`src/rtl/adc_if_pkg.sv`:
```
package adc_if_pkg;

    typedef enum logic [1:0] {
        ST_CONVERT = 2'd0,
        ST_SLEEP   = 2'd1,
        ST_OUTPUT  = 2'd2
    } adc_state_e;

    // length of the host command captured at the head of each frame
    localparam int CMD_BITS = 12;

    typedef struct packed {
        logic       sgl;
        logic [2:0] addr;
        logic [3:0] osr;
        logic       twox;
    } adc_cfg_t;

    // differential pair 0/1, oversampling code 3 (256), normal speed
    localparam adc_cfg_t CFG_RESET = '{sgl: 1'b0, addr: 3'd0, osr: 4'd3, twox: 1'b0};

endpackage

```
`src/rtl/adc_if_edges.sv`:
```
module adc_if_edges (
    input  logic clk,
    input  logic rst_n,
    input  logic cs_n,
    input  logic sck,
    output logic sck_rise,
    output logic sck_fall,
    output logic cs_rise
);

    logic sck_q;
    logic cs_q;

    always_ff @(posedge clk or negedge rst_n) begin
        if (!rst_n) begin
            sck_q <= 1'b0;
            cs_q  <= 1'b1;
        end else begin
            sck_q <= sck;
            cs_q  <= cs_n;
        end
    end

    // serial clock edges count only while the block is selected
    assign sck_rise = sck & ~sck_q & ~cs_n;
    assign sck_fall = ~sck & sck_q & ~cs_n;
    assign cs_rise  = cs_n & ~cs_q;

endmodule

```
`src/rtl/adc_if_conv_timer.sv`:
```
module adc_if_conv_timer #(
    parameter int CONV_CYCLES = 4096
) (
    input  logic clk,
    input  logic rst_n,
    input  logic run,
    output logic done
);

    localparam int CNT_W = $clog2(CONV_CYCLES + 1);
    localparam logic [CNT_W-1:0] LAST = CNT_W'(CONV_CYCLES - 1);

    logic [CNT_W-1:0] cnt_q;

    assign done = run && (cnt_q == LAST);

    always_ff @(posedge clk or negedge rst_n) begin
        if (!rst_n) begin
            cnt_q <= '0;
        end else if (!run || done) begin
            cnt_q <= '0;
        end else begin
            cnt_q <= cnt_q + 1'b1;
        end
    end

endmodule

```
`src/rtl/adc_if_frame.sv`:
```
module adc_if_frame
    import adc_if_pkg::*;
#(
    parameter int RES_BITS = 24,
    parameter int SUB_BITS = 5
) (
    input  logic                         clk,
    input  logic                         rst_n,
    input  logic                         load,
    input  logic [RES_BITS+SUB_BITS:0]   conv_data,
    input  logic                         shift,
    input  logic                         capture,
    input  logic                         sdi,
    output logic                         frame_bit,
    output logic                         last_bit,
    output logic                         cmd_ok,
    output adc_cfg_t                     cmd_cfg
);

    localparam int DATA_W    = RES_BITS + SUB_BITS + 1;
    localparam int FRAME_W   = DATA_W + 2;
    localparam int IDX_W     = $clog2(FRAME_W);
    localparam int CMD_CNT_W = $clog2(CMD_BITS + 1);
    localparam int EN_POS    = CMD_BITS - 3;

    logic [FRAME_W-1:0]   frame_q;
    logic [IDX_W-1:0]     idx_q;
    logic [CMD_BITS-1:0]  cmd_q;
    logic [CMD_CNT_W-1:0] cmd_cnt_q;

    // outgoing frame: latched at the end of conversion, read by pointer
    always_ff @(posedge clk or negedge rst_n) begin
        if (!rst_n) begin
            frame_q <= '0;
            idx_q   <= IDX_W'(FRAME_W - 1);
        end else if (load) begin
            frame_q <= {2'b00, conv_data};
            idx_q   <= IDX_W'(FRAME_W - 1);
        end else if (shift && (idx_q != '0)) begin
            idx_q   <= idx_q - 1'b1;
        end
    end

    // incoming command: first CMD_BITS rising edges of the frame
    always_ff @(posedge clk or negedge rst_n) begin
        if (!rst_n) begin
            cmd_q     <= '0;
            cmd_cnt_q <= '0;
        end else if (load) begin
            cmd_q     <= '0;
            cmd_cnt_q <= '0;
        end else if (capture && (cmd_cnt_q < CMD_CNT_W'(CMD_BITS))) begin
            cmd_q     <= {cmd_q[CMD_BITS-2:0], sdi};
            cmd_cnt_q <= cmd_cnt_q + 1'b1;
        end
    end

    assign frame_bit    = frame_q[idx_q];
    assign last_bit     = (idx_q == '0);
    assign cmd_ok       = (cmd_cnt_q == CMD_CNT_W'(CMD_BITS)) && cmd_q[EN_POS];
    assign cmd_cfg.sgl  = cmd_q[8];
    assign cmd_cfg.addr = cmd_q[7:5];
    assign cmd_cfg.osr  = cmd_q[4:1];
    assign cmd_cfg.twox = cmd_q[0];

endmodule

```
`src/rtl/adc_if.sv`:
```
module adc_if
    import adc_if_pkg::*;
#(
    parameter int CONV_CYCLES = 4096,
    parameter int RES_BITS    = 24,
    parameter int SUB_BITS    = 5
) (
    input  logic                        clk,
    input  logic                        rst_n,
    input  logic                        cs_n,
    input  logic                        sck,
    input  logic                        sdi,
    input  logic [RES_BITS+SUB_BITS:0]  conv_data,
    output logic                        sdo,
    output logic                        sdo_oe,
    output logic                        cfg_sgl,
    output logic [2:0]                  cfg_addr,
    output logic [3:0]                  cfg_osr,
    output logic                        cfg_twox
);

    adc_state_e state_q;
    adc_state_e state_d;

    logic     sck_rise;
    logic     sck_fall;
    logic     cs_rise;
    logic     conv_done;
    logic     conv_run;
    logic     frame_shift;
    logic     cmd_capture;
    logic     frame_end;
    logic     frame_bit;
    logic     last_bit;
    logic     cmd_ok;
    adc_cfg_t cmd_cfg;
    adc_cfg_t cfg_q;

    adc_if_edges u_edges (
        .clk      (clk),
        .rst_n    (rst_n),
        .cs_n     (cs_n),
        .sck      (sck),
        .sck_rise (sck_rise),
        .sck_fall (sck_fall),
        .cs_rise  (cs_rise)
    );

    adc_if_conv_timer #(
        .CONV_CYCLES (CONV_CYCLES)
    ) u_timer (
        .clk   (clk),
        .rst_n (rst_n),
        .run   (conv_run),
        .done  (conv_done)
    );

    adc_if_frame #(
        .RES_BITS (RES_BITS),
        .SUB_BITS (SUB_BITS)
    ) u_frame (
        .clk       (clk),
        .rst_n     (rst_n),
        .load      (conv_done),
        .conv_data (conv_data),
        .shift     (frame_shift),
        .capture   (cmd_capture),
        .sdi       (sdi),
        .frame_bit (frame_bit),
        .last_bit  (last_bit),
        .cmd_ok    (cmd_ok),
        .cmd_cfg   (cmd_cfg)
    );

    // next state: CONV_DONE, HOST_CLOCK, FRAME_DONE, HOST_ABORT
    always_comb begin
        state_d = state_q;
        unique case (state_q)
            ST_CONVERT: if (conv_done)                       state_d = ST_SLEEP;
            ST_SLEEP:   if (sck_rise)                        state_d = ST_OUTPUT;
            ST_OUTPUT:  if (cs_rise || (sck_fall && last_bit)) state_d = ST_CONVERT;
            default:                                         state_d = ST_CONVERT;
        endcase
    end

    // state register
    always_ff @(posedge clk or negedge rst_n) begin
        if (!rst_n) begin
            state_q <= ST_CONVERT;
        end else begin
            state_q <= state_d;
        end
    end

    // outputs and datapath controls
    always_comb begin
        conv_run    = 1'b0;
        frame_shift = 1'b0;
        cmd_capture = 1'b0;
        sdo         = 1'b1;
        unique case (state_q)
            ST_CONVERT: begin
                conv_run = 1'b1;
                sdo      = 1'b1;
            end
            ST_SLEEP: begin
                cmd_capture = sck_rise;
                sdo         = 1'b0;
            end
            ST_OUTPUT: begin
                cmd_capture = sck_rise;
                frame_shift = sck_fall && !cs_rise;
                sdo         = frame_bit;
            end
            default: begin
                sdo = 1'b1;
            end
        endcase
        frame_end = (state_q == ST_OUTPUT) && (state_d == ST_CONVERT);
        sdo_oe    = !cs_n;
    end

    // configuration takes effect for the conversion that starts now
    always_ff @(posedge clk or negedge rst_n) begin
        if (!rst_n) begin
            cfg_q <= CFG_RESET;
        end else if (frame_end && cmd_ok) begin
            cfg_q <= cmd_cfg;
        end
    end

    assign cfg_sgl  = cfg_q.sgl;
    assign cfg_addr = cfg_q.addr;
    assign cfg_osr  = cfg_q.osr;
    assign cfg_twox = cfg_q.twox;

endmodule

```
`config.mk`:
```
export PLATFORM = sky130hd
export DESIGN_NAME = adc_if
export DESIGN_NICKNAME = d
export VERILOG_FILES = /design/src/rtl/adc_if_pkg.sv /design/src/rtl/adc_if_edges.sv /design/src/rtl/adc_if_conv_timer.sv /design/src/rtl/adc_if_frame.sv /design/src/rtl/adc_if.sv
export SDC_FILE = /design/constraint.sdc
export NUM_CORES = 1
export LEC_CHECK = 0
export ABC_CLOCK_PERIOD_IN_PS = 2950
export CORE_MARGIN = 3
export CORE_UTILIZATION = 30
export CTS_CLUSTER_SIZE = 20
export DETAILED_ROUTE_END_ITERATION = 10
export DONT_BUFFER_PORTS = 1
export PLACE_DENSITY = 0.54
export SLEW_MARGIN = 30
export SYNTH_ARGS = -nofsm -noshare
export SYNTH_HDL_FRONTEND = slang
export SYNTH_SLANG_ARGS = --single-unit
```
`constraint.sdc`:
```
create_clock -name clk -period 2.95 [get_ports clk]
set_input_delay 0.59 -clock clk [delete_from_list [all_inputs] [get_ports clk]]
set_output_delay 0.59 -clock clk [all_outputs]
set_load 0.05 [all_outputs]
```
==> impl_metrics.json <==
{
  "nNetsFinal": 376,
  "antenna_left": 0,
  "required_ps": 2360,
  "start_util": 0.313,
  "clock_latency_ps": 340,
  "dr.pass1.iters": 4,
  "grt_util_all_layers": 0.116,
  "drv_slew": 0,
  "avgSynthCellArea_um2": 10.7,
  "path_class": "reg -> out",
  "rsz0062_at_grt": "yes",
  "relSlewSlack": 0.634,
  "synthCells": 323,
  "numPortBuffers": 0,
  "place_ws_ps": 173,
  "internal_power_mw": 2.16,
  "hold_viol": 0,
  "rows": 38,
  "outcome": "finished with violations",
  "max-cap-violations": 0,
  "drtIter0Drc": 85,
  "clock-sinks": 75,
  "dp_hpwl_um": 4720,
  "setup_slack_ps": -127,
  "die_x_um": 113,
  "combinationalPowerShare": 0.187,
  "syn-cell-area_um2": 3450,
  "worstPathArrival_ps": 2490,
  "cts.reportedPaths.clkPinSlew_ps": 70,
  "crit_fanout": 5,
  "core_um2": 11000,
  "p_per_area_nw_per_um2": 747,
  "io_pins": 46,
  "holdWs_ps": 92.1,
  "post_drt_wl_per_cell_um": 14.6,
  "areaGrowthSynthToFinish_pct": 16.6,
  "fin_crit_sh": 1.04,
  "max_clock_freq_ghz": 0.325,
  "avgViaCountPerCell": 4.64,
  "leakagePower_nw": 1.91,
  "grt-ovfl-total": 0,
  "violations": "negative setup slack",
  "cts-root-buf": "clkbuf_16",
  "startpoint_type": "flop",
  "htreeDepth": 3,
  "cts_buffer_depth": 2,
  "fin_worst_skew_ps": 12.0,
  "synth_fp_nets": 367,
  "nFillCells": 1099,
  "p_sw_uw": 852,
  "multi_input_area_um2": 1470,
  "tightest_slew_ps": 549,
  "setup-violations-final": 1,
  "synth-edff-count": 0,
  "layout_min_cycle_time_ps": 3080,
  "wl_um": 6990,
  "drive_above_1_share": 0.175,
  "seq_area_um2": 1890,
  "clkPwrFrac": 0.398,
  "max-vdd-ir-drop_mv": 0.345,
  "holdCritPathClass": "in -> async",
  "gp_congestion": 0.769,
  "swShare": 0.283,
  "antenna_found_initial": 0,
  "drcViolationCount": 0,
  "p_seq_frac": 0.415,
  "insertedDiodeCount": 0,
  "grt_pass1_vias": 2245,
  "grt_pass1_wl_um": 11800,
  "async_flop_share": 1.00,
  "die_y_um": 113,
  "grt_max_degree": 68,
  "cts_made_buffers": 9,
  "cts_tree": "done",
  "vias": 2214,
  "yosysWarnings": 0,
  "cp-end-kind": "output pin",
  "synth-main-ff-cell": "dfrtp_1",
  "seq_area_frac_synth": 0.546,
  "ys_seq_elements": 75,
  "dieArea_um2": 12800,
  "synth_cell_type_count": 32
}
==> kinds of logic (layout without fill, tap and decap cells) <==
family | Yosys count | in the layout | share of synthesized area
mux | 32 | 32 | 0.129
compound gates | 8 | 8 | 0.0286
simple gates | 158 | 158 | 0.196
fa+ha+maj | 9 | 9 | 0.0326
xor+xnor | 16 | 16 | 0.0406
buf+inv | 25 | 39 | 0.0272
flops | 75 | 75 | 0.546
==> cell type report <==
type | instances | share of cell area
sequential | 75 | 0.470
tap | 140 | 0.0435
timing repair buffer | 11 | 0.0295
inverter | 12 | 0.0112
multi-input combinational | 223 | 0.366
clock inverter | 7 | 0.0245
clock buffer | 9 | 0.0559
==> final timing paths <==
check,cells past startpoint,slack (ps),to,from
setup / recovery,6,-130,sdo,u_frame.idx_q[0]
hold / removal,0,90,cfg_osr[1],rst_n
setup reg to reg,9,240,cfg_addr[2],u_frame.idx_q[0]
hold reg to reg,1,460,u_timer.cnt_q[0],u_timer.cnt_q[0]
max in group asynchronous,1,2520,u_timer.cnt_q[3],rst_n
min in group clk,0,260,u_edges.cs_q,cs_n
==> cell usage after synthesis (4+ instances only) <==
cell type    n  share of area
and3_1       5         0.0091
ha_1         9          0.033
xor2_1       6          0.015
nand2_1    100           0.11
dfstp_2      8          0.061
clkbuf_1    13          0.014
dfrtp_1     67           0.49
mux4_2       9          0.059
xnor2_1     10          0.025
nand3_1      6         0.0087
mux2_2       9          0.029
inv_1       12          0.013
nor2_1      34          0.037
mux2i_1     14          0.041
nand4_1      4         0.0072
==> critical path, cell delays in order, from the launching register on <==
cell	delay (ps)
dfstp_4	640
buf_12	120
mux4_2	510
mux4_2	460
mux2i_1	130
mux2i_1	90
buf_4	200
==> flip-flops by register name, summed over array words and instances (netlist names) <==
register / flops
u_frame.frame_q: 30
cfg_twox: 1
u_timer.cnt_q: 13
u_frame.cmd_q: 10
u_frame.idx_q: 5
cfg_osr: 4
u_edges.cs_q: 1
cfg_addr: 3
u_edges.sck_q: 1
u_frame.cmd_cnt_q: 4
state_q: 2
cfg_sgl: 1
==> power groups by stage <==
stage          sequential [mW]  combinational, mW  clock [mW]
3_3_place_gp              1.27              0.476           0
2_1_floorplan             1.22              0.431           0
6_report                  1.25              0.563        1.20
3_5_place_dp              1.29              0.487           0
5_1_grt                   1.26              0.640        1.27
4_1_cts                   1.25              0.576        1.23
==> through the flow <==
stage	total power [mW]	setup TNS, ps	cells	instance area, um2	utilization
after floorplan	1.65	0	323	3450	-
after global placement	1.75	0	458	3640	0.330
after detailed placement	1.77	0	458	3640	0.330
after CTS	3.05	-154	477	4020	0.365
after global routing	3.18	-213	477	4030	0.365
final	3.01	-127	477	4030	0.365
==> metal layers <==
metal | wire length, um | global-route usage | share of wire
met1 | 3590 | 0.172 | 0.51
met2 | 3040 | 0.163 | 0.43
met3 | 281 | 0.0326 | 0.040
met4 | 72 | 0.0385 | 0.010
met5 | 0 | 0 | 0
==> repair_timing <==
action	in CTS	in global routing
hold buffers	1	0
gates resized for setup	2	1
endpoints found under the hold margin	67	0
buffers inserted	2	0
setup endpoints to repair	1	1
==> cells in the final DEF (no fill, tap or decap), types with 8 or more instances in the layout <==
cell,count
mux2_2,9
dfrtp_1,67
inv_1,12
nor2_1,34
ha_1,9
clkbuf_16,9
mux2i_1,14
mux4_2,9
xnor2_1,10
buf_4,8
nand2_1,100
Note: power is estimated with default switching activity, not from simulation.
